--- config.mk ---
export PLATFORM = sky130hd
export DESIGN_NAME = loopBuffer
export DESIGN_NICKNAME = d
export VERILOG_FILES = /design/src/rtl/loopBufPkg.sv /design/src/rtl/lbCtrl.sv /design/src/rtl/lbData.sv /design/src/rtl/loopBuffer.sv
export SDC_FILE = /design/constraint.sdc
export NUM_CORES = 1
export LEC_CHECK = 0
export BUFFER_PORTS_ARGS = -buffer_cell sky130_fd_sc_hd__buf_2
export CORE_MARGIN = 4
export CORE_UTILIZATION = 35
export CTS_CLUSTER_DIAMETER = 150
export DETAILED_ROUTE_END_ITERATION = 8
export GPL_TIMING_DRIVEN = 0
export PLACE_DENSITY_LB_ADDON = 0.15
export REMOVE_ABC_BUFFERS = 1
export SETUP_SLACK_MARGIN = 0.2
export SLEW_MARGIN = 10
export SYNTH_ARGS = -nofsm -noshare
export SYNTH_HDL_FRONTEND = slang
export SYNTH_HIERARCHICAL = 1
export SYNTH_SLANG_ARGS = --single-unit
--- constraint.sdc ---
create_clock -name clk -period 10.65 [get_ports clk]
set_clock_uncertainty 0.2 [all_clocks]
set_input_delay 2.13 -clock clk [delete_from_list [all_inputs] [get_ports clk]]
set_output_delay 2.13 -clock clk [all_outputs]
set_load 0.02 [all_outputs]
--- src/rtl/loopBufPkg.sv ---
package loopBufPkg;

  typedef enum logic [1:0] {
    FILL_NONE,
    FILL_APPEND,
    FILL_SLIDE,
    FILL_RESTART
  } fillKind_t;

  typedef struct packed {
    logic issue;
    logic hit;
    logic fill;
  } lbStrobes_t;

endpackage

--- src/rtl/lbCtrl.sv ---
module lbCtrl
  import loopBufPkg::*;
#(
  parameter int AW    = 16,
  parameter int DEPTH = 8,
  localparam int CW   = $clog2(DEPTH + 1)
) (
  input  logic          clk,
  input  logic          rstN,
  input  logic          fetchReq,
  input  logic [AW-1:0] fetchAddr,
  output lbStrobes_t    strobes,
  output logic          memReq,
  output logic [AW-1:0] winBase,
  output logic [CW-1:0] winCount
);

  logic [AW-1:0] baseQ;
  logic [CW-1:0] countQ;
  logic [AW-1:0] offset;
  logic          inWin;
  logic          nextInLine;
  logic          full;
  fillKind_t     fillKind;

  // distance of the request from the oldest held address, modulo 2^AW
  assign offset     = fetchAddr - baseQ;
  assign inWin      = offset < AW'(countQ);
  assign nextInLine = offset == AW'(countQ);
  assign full       = countQ == CW'(DEPTH);

  always_comb begin
    fillKind = FILL_NONE;
    if (fetchReq && !inWin) begin
      if (!nextInLine)  fillKind = FILL_RESTART;
      else if (full)    fillKind = FILL_SLIDE;
      else              fillKind = FILL_APPEND;
    end
  end

  always_ff @(posedge clk or negedge rstN) begin
    if (!rstN) begin
      baseQ  <= '0;
      countQ <= '0;
    end else begin
      unique case (fillKind)
        FILL_APPEND:  countQ <= countQ + CW'(1);
        FILL_SLIDE:   baseQ  <= baseQ + AW'(1);
        FILL_RESTART: begin
          baseQ  <= fetchAddr;
          countQ <= CW'(1);
        end
        default: ;
      endcase
    end
  end

  assign strobes.issue = fetchReq;
  assign strobes.hit   = fetchReq && inWin;
  assign strobes.fill  = fillKind != FILL_NONE;

  assign memReq   = fetchReq && !inWin;
  assign winBase  = baseQ;
  assign winCount = countQ;

endmodule

--- src/rtl/lbData.sv ---
module lbData
  import loopBufPkg::*;
#(
  parameter int AW    = 16,
  parameter int DW    = 32,
  parameter int DEPTH = 8,
  localparam int IW   = $clog2(DEPTH)
) (
  input  logic          clk,
  input  logic          rstN,
  input  lbStrobes_t    strobes,
  input  logic [AW-1:0] fetchAddr,
  input  logic [DW-1:0] memData,
  output logic          instValid,
  output logic [AW-1:0] instAddr,
  output logic [DW-1:0] instData,
  output logic          instFromBuf
);

  // The window never spans more than DEPTH consecutive addresses, so
  // address modulo DEPTH names a unique slot for every held entry.
  logic [DW-1:0] slots [DEPTH];
  logic [IW-1:0] slotIdx;
  logic [DW-1:0] rdWord;

  assign slotIdx = fetchAddr[IW-1:0];
  assign rdWord  = slots[slotIdx];

  for (genvar g = 0; g < DEPTH; g++) begin : gSlot
    always_ff @(posedge clk) begin
      if (strobes.fill && slotIdx == IW'(g)) slots[g] <= memData;
    end
  end

  always_ff @(posedge clk or negedge rstN) begin
    if (!rstN) begin
      instValid   <= 1'b0;
      instAddr    <= '0;
      instData    <= '0;
      instFromBuf <= 1'b0;
    end else begin
      instValid   <= strobes.issue;
      instFromBuf <= strobes.hit;
      if (strobes.issue) begin
        instAddr <= fetchAddr;
        instData <= strobes.hit ? rdWord : memData;
      end
    end
  end

endmodule

--- src/rtl/loopBuffer.sv ---
module loopBuffer
  import loopBufPkg::*;
#(
  parameter int AW    = 16,
  parameter int DW    = 32,
  parameter int DEPTH = 8
) (
  input  logic                         clk,
  input  logic                         rstN,
  input  logic                         fetchReq,
  input  logic [AW-1:0]                fetchAddr,
  output logic                         memReq,
  output logic [AW-1:0]                memAddr,
  input  logic [DW-1:0]                memData,
  output logic                         instValid,
  output logic [AW-1:0]                instAddr,
  output logic [DW-1:0]                instData,
  output logic                         instFromBuf,
  output logic [AW-1:0]                winBase,
  output logic [$clog2(DEPTH+1)-1:0]   winCount
);

  lbStrobes_t strobes;

  lbCtrl #(.AW(AW), .DEPTH(DEPTH)) ctrl (
    .clk      (clk),
    .rstN     (rstN),
    .fetchReq (fetchReq),
    .fetchAddr(fetchAddr),
    .strobes  (strobes),
    .memReq   (memReq),
    .winBase  (winBase),
    .winCount (winCount)
  );

  lbData #(.AW(AW), .DW(DW), .DEPTH(DEPTH)) data (
    .clk        (clk),
    .rstN       (rstN),
    .strobes    (strobes),
    .fetchAddr  (fetchAddr),
    .memData    (memData),
    .instValid  (instValid),
    .instAddr   (instAddr),
    .instData   (instData),
    .instFromBuf(instFromBuf)
  );

  assign memAddr = fetchAddr;

endmodule

## Yosys cells after proc, flatten, opt, wreduce, memory -nomap -nowiden

Memories as Yosys holds them, arrays and structs flattened.
Index checks and enable logic that the tools add are counted.

- RAM bits: 256
- Memories: 1
- Input port bits: 51
- Word-level logic and storage cells: 88
- Output and inout bits: 87
- Bits in registers: 70

Memories:

| memory | words | bits a word | rd ports | clocked after memory_dff | wr ports | RTL line | text |
|---|---|---|---|---|---|---|---|
| data.slots | 8 | 32 | 1 | 0 | 1 | lbData.sv:22 | `logic [DW-1:0] slots [DEPTH];` |

- Muxes and demuxes: 43
- Add/subtract/negate cells: 3
- $lt $le $gt $ge: 1
- Equality and inequality tests: 12
- Reduce and logical (&&, ||, !) cells: 22

Operators with widths:

| cell | number |
|---|---|
| $mux 32 | 8 |
| $reduce_or 32->1 | 7 |
| $pmux 16 s2 | 1 |
| $mux 1 | 23 |
| $mux 3 | 7 |
| $add 16x1->16 const B | 1 |
| $eq 16x4->1 | 1 |
| $lt 16x4->1 | 1 |
| $sub 16x16->16 | 1 |
| $eq 3x3->1 const B | 4 |
| $logic_and 1x1->1 | 10 |
| $pmux 4 s2 | 1 |
| $eq 3x2->1 const B | 2 |
| $mux 2 | 3 |
| $reduce_bool 2->1 | 3 |
| $add 4x1->4 const B | 1 |
| $eq 2x2->1 const B | 2 |
| $eq 4x4->1 const B | 1 |
| $eq 3x1->1 const B | 1 |
| $logic_not 3->1 | 1 |
| $eq 2x1->1 const B | 1 |
| $logic_not 1->1 | 1 |

## Logic depth before layout (Yosys ltp)

Gate-level depths: netlist of the first run.

- Depth in word-level cells: 17
- Mapped depth: 17
- Depth with buffers taken out: 15

## Hierarchy

Netlist of the first run, hierarchy kept.

Modules (own cells, without submodules):

| module | cells each | times used | area an instance (um^2) |
|---|---|---|---|
| lbData | 654 | 1 | 11890.2 |
| lbCtrl | 301 | 1 | 2452.4 |
| loopBuffer | 16 | 1 | 120.1 |

## Least setup slack after synthesis of the first run

No wires, ideal clock.

- Kind: input to register
- From: input port fetchAddr[0]
- To: memory data.slots[0][0], enable pin
- Library setup time: 0.461 ns
- Stages: 12
- Setup slack: 3.566 ns
- Required time: 9.989 ns
- Data arrival time: 6.423 ns
- Path buffers: 0
- Cells stage by stage: inv_1 > ha_1 > fa_1 > nand2b_1 > a211oi_1 > or3_1 > a31o_2 > a311oi_4 > xnor2_2 > o41a_1 > nand2b_1 > nor3_1

RTL lines:

| element | RTL line | text |
|---|---|---|
| start, declared | loopBuffer.sv:11 | `input logic [AW-1:0] fetchAddr,` |
| end, declared | lbData.sv:22 |  |

## Worst setup path in the final report of the first run

- From: input port fetchAddr[0]
- To: output port memReq

- Word-level cells in the longest chain between the ends: 4

RTL lines:

| element | RTL line | text |
|---|---|---|
| $sub 16x16->16 | lbCtrl.sv:27 | `assign offset = fetchAddr - baseQ;` |
| $lt 16x4->1 | lbCtrl.sv:28 | `assign inWin = offset < AW'(countQ);` |
| $logic_not 1->1 | lbCtrl.sv:62 | `assign memReq = fetchReq && !inWin;` |
| $logic_and 1x1->1 | lbCtrl.sv:62 |  |
| end, declared | loopBuffer.sv:12 | `output logic memReq,` |

No other way between the ends.

==> results of run 1 <==
## synth_stat cells, types with 3 or more instances
cell       number
nand3_1        28
inv_1          28
a221o_1        18
a211o_1         4
and2_1          4
o21ai_0        32
o32ai_1        32
dfrtp_1        70
a211oi_1        4
o221ai_1        5
or3_1           3
a21o_1          5
and3_1          4
mux2i_1        28
clkbuf_1       23
a31oi_1        31
edfxtp_1      256
nor2b_1        43
a21oi_1        17
nand4_1        11
mux4_2         32
a21boi_1       15
nand2b_1        9
mux2_2         40
o21a_1          3
o21ai_1         4
nor2_1         24
a21boi_0        3
ha_1           22
nor3_1          6
xnor2_1         4
buf_2          21
buf_4          27
nand2_1        49
a2bb2oi_1      16
o22ai_1        10
or2_2           3
o2111ai_1       3
## path summary, 6_finish.rpt
path,depth (start not counted),endpoint
worst max register to register,14,data/instData[8]
worst max-delay path,13,memReq
worst min register to register,1,data/instAddr[14]
max in group asynchronous,2,data/instData[8]
min in group asynchronous,1,ctrl/winBase[5]
worst min-delay path,1,data/instAddr[14]
## layer usage
metal | vias to the layer above | part of all wire | GRT usage
li1 | 4059 | - | -
met1 | 4508 | 0.45 | 0.224
met2 | 237 | 0.47 | 0.254
met3 | 51 | 0.059 | 0.0306
met4 | 4 | 0.020 | 0.0438
met5 | - | 0.00067 | 0
## worst register-to-register path, cell delays in order (launching register included)
cell and delay [ns]:
dfrtp_1 0.46, ha_1 0.25, fa_1 0.43, nand2b_1 0.19
a21oi_1 0.21, mux2i_1 0.26, o2111ai_1 0.13, a211oi_1 0.42
nand3_2 0.23, nor4_1 0.31, and2_4 0.38, buf_16 0.29
nor3b_4 0.98, nand2_1 0.14, a31oi_1 0.21
## stage by stage
stage          total power [W]  utilization  worst slack, ns  cells  hold WS (ns)
2_1_floorplan          0.00167            -             3.54    893         0.310
3_3_place_gp           0.00181        0.376            -1.72   1562         0.284
3_5_place_dp           0.00182        0.389             2.26   1586         0.290
4_1_cts                0.00310        0.418             2.23   1653         0.302
5_1_grt                0.00319        0.418             2.01   1653         0.321
6_report               0.00304        0.418             2.22   1654         0.297
## final cells by class
class | count | area (um2)
Inverter | 28 | 105
Clock buffer | 48 | 998
Fill cell | 3747 | 23800
Multi-Input combinational cell | 539 | 4510
Timing Repair Buffer | 161 | 1150
Antenna cell | 1 | 2.50
Tap cell | 532 | 666
Sequential cell | 326 | 9440
Clock inverter | 19 | 200
## logic make-up after synthesis
kind of cell | share of synthesized area
simple gates | 0.0732
mux | 0.100
buf+inv | 0.0400
fa+ha+maj | 0.0204
flops | 0.653
compound gates | 0.109
xor+xnor | 0.00476
## power breakdown
part | internal, W | leakage [nW] | switching [W] | total (W)
registers | 0.00143 | 3.13 | 0.0000276 | 0.00146
logic | 0.000127 | 2.29 | 0.000198 | 0.000325
clock network | 0.000742 | 0.583 | 0.000515 | 0.00126
## state kept, by name, summed over array words and instances, names as in the netlist
register          cells
data/instAddr        16
data/instFromBuf      1
ctrl/winCount         4
data/slots          256
data/instData        32
data/instValid        1
ctrl/winBase         16
## cells in the final DEF, fill, tap and decap left out, drive strengths merged, types with 24 or more instances in the layout
master  count
nor2b      43
mux2       40
edfxtp    256
mux2i      28
buf       161
o32ai      32
mux4       32
o21ai      36
dfrtp      70
inv        29
nand3      29
clkbuf     48
nand2      50
a31oi      31
nor2       24
==> impl_table.tex, run 1 <==
\begin{tabular}{lr}
\hline
Metric & Value \\
\hline
\multicolumn{2}{l}{\textbf{Synthesis}} \\
\quad Gate count of the mapped netlist & 971 \\
\quad Fraction of synthesis flops using an asynchronous set or reset pin & 0.215 \\
\quad Syn\_area\_per\_cell & 14.9 um2 \\
\quad Synth cell types & 64 \\
\quad Prevailing post-synth register cell & edfxtp\_1 \\
\quad Synth area leaders & edfxtp\_1 (53\%), dfrtp\_1 (12\%), mux4\_2 (5.0\%) \\
\quad Number of synthesized register bits & 326 \\
\quad Cell type with the largest total area after synthesis & edfxtp\_1 \\
\quad Proportion of synthesized chip area in sequential cells & 0.653 \\
\quad Post-synthesis instance area & 0.0145 mm2 \\
\quad Share of the synthesized area in the top cell type & 0.532 \\
\quad Number of warnings reported in the yosys synthesis log & 6 \\
\quad Post-synth EDFFs & 256 \\
\multicolumn{2}{l}{\textbf{Place}} \\
\quad Final Wtd Congestion & 0.829 \\
\quad Count of buffers inserted at the top-level ports & 137 \\
\quad Cell area after placement & 0.0159 mm2 \\
\quad HPWL after detailed placement & 22.0 mm \\
\multicolumn{2}{l}{\textbf{Setup path}} \\
\quad Kind of launch point of the worst setup path & input port \\
\quad Maximum single-stage delay on the critical path & 0.81 ns \\
\quad Critical path buffers and inverters & 4 \\
\quad Largest driver fanout on the critical path & 69 \\
\quad Setup slack of the worst register-to-register path & 5.48 ns \\
\quad Required time at the endpoint of the critical path & 8.32 ns \\
\quad Setup crit end kind & primary output \\
\quad Slowest-stage cell, CP & o41a\_2 \\
\quad Critical path launch point & fetchAddr[0] \\
\quad Worst path arrival time & 6.10 ns \\
\quad Reg-to-Reg Start & ctrl/winBase[0] \\
\quad Critical path class & in2out \\
\quad Cell family contributing the most delay on the critical path & compound AO/OA/AOI/OAI gates \\
\quad Cell-by-cell listing of the critical path & buf\_6 > buf\_16 > inv\_1 > ha\_1 > fa\_1 > nand2b\_1 > a21oi\_1 > mux2i\_1 > o2111ai\_1 > a211oi\_1 > nand3\_2 > o41a\_2 > buf\_2 \\
\multicolumn{2}{l}{\textbf{Clock tree}} \\
\quad Number of buffers added for setup after CTS & 0 \\
\quad CTS Hold Buffers Added & 0 \\
\quad Clock latency at the later pin of the worst-skew pair & 0.54 ns \\
\quad Clock sink count & 326 \\
\quad CTS tree & done \\
\quad Largest buffer count on any clock path & 3 \\
\quad Post-cts repair resize count & 0 \\
\quad Clock-pin slew on the worst setup and hold paths & 0.05 ns \\
\quad H-Tree Depth & 2 \\
\quad Number of CTS-inserted buffers & 38 \\
\quad Root cell of the clock tree & clkbuf\_16 \\
\multicolumn{2}{l}{\textbf{Floorplanning}} \\
\quad Overall die width & 211 um \\
\quad Number of cell rows & 74 \\
\quad Core area & 0.0408 mm2 \\
\quad Starting density of the core & 0.354 \\
\quad Die H & 211 um \\
\quad Area enclosed by the die boundary & 0.0446 mm2 \\
\quad I/O pin cnt & 138 \\
\multicolumn{2}{l}{\textbf{Power}} \\
\quad Leakage & 6.01 nW \\
\quad Maximum ir drop on the vdd rail & 0.000126 V \\
\quad Power per cell area & 178 mW/mm2 \\
\multicolumn{2}{l}{\textbf{Routing}} \\
\quad Final wirelength & 35.7 mm \\
\quad Count of nets left with antenna violations after detail routing & 0 \\
\quad Number of violations reported at the end of detailed-routing iteration 0 & 471 \\
\quad Routed via count divided by cell count & 5.36 \\
\quad DRC violation count after routing & 0 \\
\quad Number of detailed-routing iterations run before antenna repair & 5 \\
\quad Routed wire length per instance & 21.6 um \\
\quad Via count & 8859 \\
\multicolumn{2}{l}{\textbf{Final layout}} \\
\quad Total non-filler cell area in the finished layout & 0.0171 mm2 \\
\quad Final nets & 1168 \\
\quad Fraction of final layout cells sized beyond drive strength 1 & 0.277 \\
\quad Area growth syn-to-layout & 18.0\% \\
\multicolumn{2}{l}{\textbf{STA}} \\
\quad Worst-margin pin slew & 1.12 ns \\
\quad Tightest slew margin relative to the limit & 0.250 \\
\quad Setup TNS & 0 ns \\
\quad Final count of pins violating max slew & 0 \\
\quad Final period demand of the worst path & 8.43 ns \\
\quad FMAX & 119 MHz \\
\quad Unrepaired setup endpoints after global routing & false \\
\quad Fraction of the cycle the final worst path needs & 0.792 \\
\quad \# setup viols final & 0 \\
\quad Hold Vio Cnt, Final & 0 \\
\multicolumn{2}{l}{\textbf{Outcome}} \\
\quad Result of the run & completed \\
\multicolumn{2}{l}{\textbf{Global routing}} \\
\quad Number of global-route vias before repair & 8613 \\
\quad First-pass GRT wire length & 54.4 mm \\
\quad Pin count of the biggest net entering global routing & 70 \\
\quad Total routing usage reported by global routing & 0.159 \\
\quad Total congestion overflow after global routing & 0 \\
\quad Initial antenna violation count & 3 \\
\multicolumn{2}{l}{\textbf{Worst hold path}} \\
\quad Launch point of the worst hold path & data/instAddr[14] \\
\quad Worst hold-check path type & reg2reg \\
\multicolumn{2}{l}{\textbf{Flow run}} \\
\quad Max\_cap viols & 0 \\
\hline
\end{tabular}
Power figures use the tool's default switching activity.
==> inputs of run 2 (changes only) <==
Clock period 10.65 ns to 7.3 ns, I/O delays scaled along.
==> impl_table.tex, run 2 (same netlist as run 1, synthesis figures left out) <==
\begin{tabular}{lr}
\hline
Metric & Value \\
\hline
\multicolumn{2}{l}{\textbf{Setup path}} \\
\quad Required time at the endpoint of the critical path & 5.64 ns (was 8.32 ns) \\
\quad Reg-to-Reg Start & ctrl/winBase[0] (unchanged) \\
\quad Setup slack of the worst register-to-register path & 2.13 ns (was 5.48 ns) \\
\quad Count of cells along the worst register-to-register path & 14 (unchanged) \\
\quad Largest driver fanout on the critical path & 39 (was 69) \\
\quad Worst path arrival time & 5.18 ns (was 6.10 ns) \\
\quad Setup crit end kind & primary output (unchanged) \\
\quad Critical path class & in2out (unchanged) \\
\quad Reg2Reg Capture Point & data/instData[8] (unchanged) \\
\quad Kind of launch point of the worst setup path & input port (unchanged) \\
\multicolumn{2}{l}{\textbf{Flow run}} \\
\quad Max\_cap viols & 0 (unchanged) \\
\multicolumn{2}{l}{\textbf{Clock tree}} \\
\quad H-Tree Depth & 2 (unchanged) \\
\quad Clock-pin slew on the worst setup and hold paths & 0.05 ns (about the same) \\
\quad Post-cts repair resize count & 0 (unchanged) \\
\quad Number of CTS-inserted buffers & 38 (unchanged) \\
\quad Largest buffer count on any clock path & 3 (unchanged) \\
\quad CTS Hold Buffers Added & 0 (unchanged) \\
\quad Clock sink count & 326 (unchanged) \\
\quad Clock latency at the later pin of the worst-skew pair & 0.54 ns (about the same) \\
\quad Number of buffers added for setup after CTS & 0 (unchanged) \\
\quad CTS tree & done (unchanged) \\
\quad Root cell of the clock tree & clkbuf\_16 (unchanged) \\
\multicolumn{2}{l}{\textbf{Final layout}} \\
\quad Fraction of final layout cells sized beyond drive strength 1 & 0.278 (was 0.277) \\
\quad Final standard cell utilization of the core & 0.419 (was 0.418) \\
\quad Largest registers & data/slots x256, data/instData x32 (unchanged) \\
\quad Final nets & 1169 (was 1168) \\
\quad Most flop-heavy register & data/slots (unchanged) \\
\quad Max FFs per register & 256 (unchanged) \\
\quad Area growth syn-to-layout & 18.3\% (was 18.0\%) \\
\quad Fillers & 3745 (was 3747) \\
\quad Most common cell after layout, fill and taps aside & edfxtp\_1 (unchanged) \\
\quad Final cell count without fillers & 1655 (was 1654) \\
\quad Commonest cells after routing, fill and taps aside & edfxtp\_1 (256), buf\_2 (133), dfrtp\_1 (70), nand2\_1 (49), nor2b\_1 (42) (unchanged) \\
\multicolumn{2}{l}{\textbf{Routing}} \\
\quad DRC violation count after routing & 0 (unchanged) \\
\quad Final wirelength & 36.1 mm (was 35.7 mm) \\
\quad Number of violations reported at the end of detailed-routing iteration 0 & 528 (was 471) \\
\quad Via count & 8858 (was 8859) \\
\quad Count of nets left with antenna violations after detail routing & 0 (unchanged) \\
\quad Routed wire length per instance & 21.8 um (was 21.6 um) \\
\quad Routed via count divided by cell count & 5.35 (was 5.36) \\
\quad Number of detailed-routing iterations run before antenna repair & 5 (unchanged) \\
\multicolumn{2}{l}{\textbf{Place}} \\
\quad Inst Count DP & 1586 (unchanged) \\
\quad HPWL after detailed placement & 22.0 mm (unchanged) \\
\quad Count of buffers inserted at the top-level ports & 137 (unchanged) \\
\quad Final Wtd Congestion & 0.829 (unchanged) \\
\multicolumn{2}{l}{\textbf{Worst hold path}} \\
\quad Launch point of the worst hold path & data/instAddr[14] (unchanged) \\
\quad Worst hold endpoint & data/instAddr[14] (unchanged) \\
\quad Worst hold-check path type & reg2reg (unchanged) \\
\quad Hold depth & 1 (unchanged) \\
\multicolumn{2}{l}{\textbf{Global routing}} \\
\quad Number of global-route vias before repair & 8613 (unchanged) \\
\quad Total routing usage reported by global routing & 0.159 (unchanged) \\
\quad First-pass GRT wire length & 54.4 mm (unchanged) \\
\quad Total congestion overflow after global routing & 0 (unchanged) \\
\quad Pin count of the biggest net entering global routing & 70 (unchanged) \\
\quad Initial antenna violation count & 3 (unchanged) \\
\multicolumn{2}{l}{\textbf{STA}} \\
\quad Tightest slew margin relative to the limit & 0.253 (was 0.250) \\
\quad Final period demand of the worst path & 6.84 ns \\
\quad Fraction of the cycle the final worst path needs & 0.938 \\
\quad Worst-margin pin slew & 1.12 ns (about the same) \\
\quad Hold Vio Cnt, Final & 0 (unchanged) \\
\quad \# setup viols final & 0 (unchanged) \\
\quad Unrepaired setup endpoints after global routing & false (unchanged) \\
\quad Post-Route Hold Slack & 0.297 ns (about the same) \\
\quad Final count of pins violating max slew & 0 (unchanged) \\
\quad FMAX & 146 MHz \\
\multicolumn{2}{l}{\textbf{Floorplanning}} \\
\quad I/O pin cnt & 138 (unchanged) \\
\quad Area enclosed by the die boundary & 0.0446 mm2 (unchanged) \\
\quad Starting density of the core & 0.354 (unchanged) \\
\quad Overall die width & 211 um (unchanged) \\
\quad Core area & 0.0408 mm2 (unchanged) \\
\quad Number of cell rows & 74 (unchanged) \\
\quad Die H & 211 um (unchanged) \\
\multicolumn{2}{l}{\textbf{Power}} \\
\quad Leakage & 6.02 nW (was 6.01 nW) \\
\quad Maximum ir drop on the vdd rail & 0.000184 V (was 0.000126 V) \\
\quad Power per cell area & 260 mW/mm2 (was 178 mW/mm2) \\
\quad Post-layout power & 0.00445 W (was 0.00304 W) \\
\multicolumn{2}{l}{\textbf{Outcome}} \\
\quad Result of the run & completed (unchanged) \\
\hline
\end{tabular}
run 2: metal layers:
metal  wire [um]  vias up  GRT usage
met2       17100      226      0.254
met1       16400     4515      0.224
met5          24        -          0
met4         721        4     0.0438
met3        1930       51     0.0306
li1            -     4062          -
run 2: cell type report:
type | instances | area (um2) | share of cell area
multi-input cells | 539 | 4520 | 0.264
inverters | 28 | 105 | 0.00614
flip-flops and latches | 326 | 9440 | 0.552
well taps | 532 | 666 | 0.0389
clock buffers | 48 | 998 | 0.0584
clock inverters | 19 | 200 | 0.0117
diodes | 1 | 2.50 | 0.000146
repair buffers | 162 | 1180 | 0.0688
run 2: worst max-delay path by stage:
stage	from	cells after the start	end	slack (ns)
2_1_floorplan	fetchAddr[0]	12	data/slots[0][0]	0.89
3_3_place_gp	fetchAddr[1]	12	data/slots[0][1]	-4.40
3_5_place_dp	fetchAddr[0]	13	memReq	0.25
4_1_cts	fetchAddr[0]	13	memReq	0.22
5_1_grt	fetchAddr[0]	13	memReq	0.28
6_report	fetchAddr[0]	13	memReq	0.46
run 2: critical path, stage by stage:
cell and delay [ns]:
buf_6 0.23, buf_16 0.31, inv_1 0.08, ha_1 0.24
fa_1 0.43, nand2b_1 0.19, a21oi_1 0.21, mux2i_1 0.26
o2111ai_1 0.13, a211oi_1 0.42, nand3_2 0.24, o41a_4 0.70
buf_2 0.24
run 2: where the power goes:
| part | internal (W) | switching (W) |
|---|---|---|
| Sequential | 0.00209 | 0.0000402 |
| Clock | 0.00108 | 0.000754 |
| Combinational | 0.000187 | 0.000291 |
| Total | 0.00336 | 0.00109 |
run 2: metrics by stage:
stage | setup WS, ns | area (um2) | setup TNS [ns]
4_1_cts | 0.218 | 17100 | 0
3_5_place_dp | 0.245 | 15900 | 0
5_1_grt | 0.277 | 17100 | 0
2_1_floorplan | 0.890 | 14000 | 0
3_3_place_gp | -4.40 | 15300 | -829.57
6_report | 0.455 | 17100 | 0
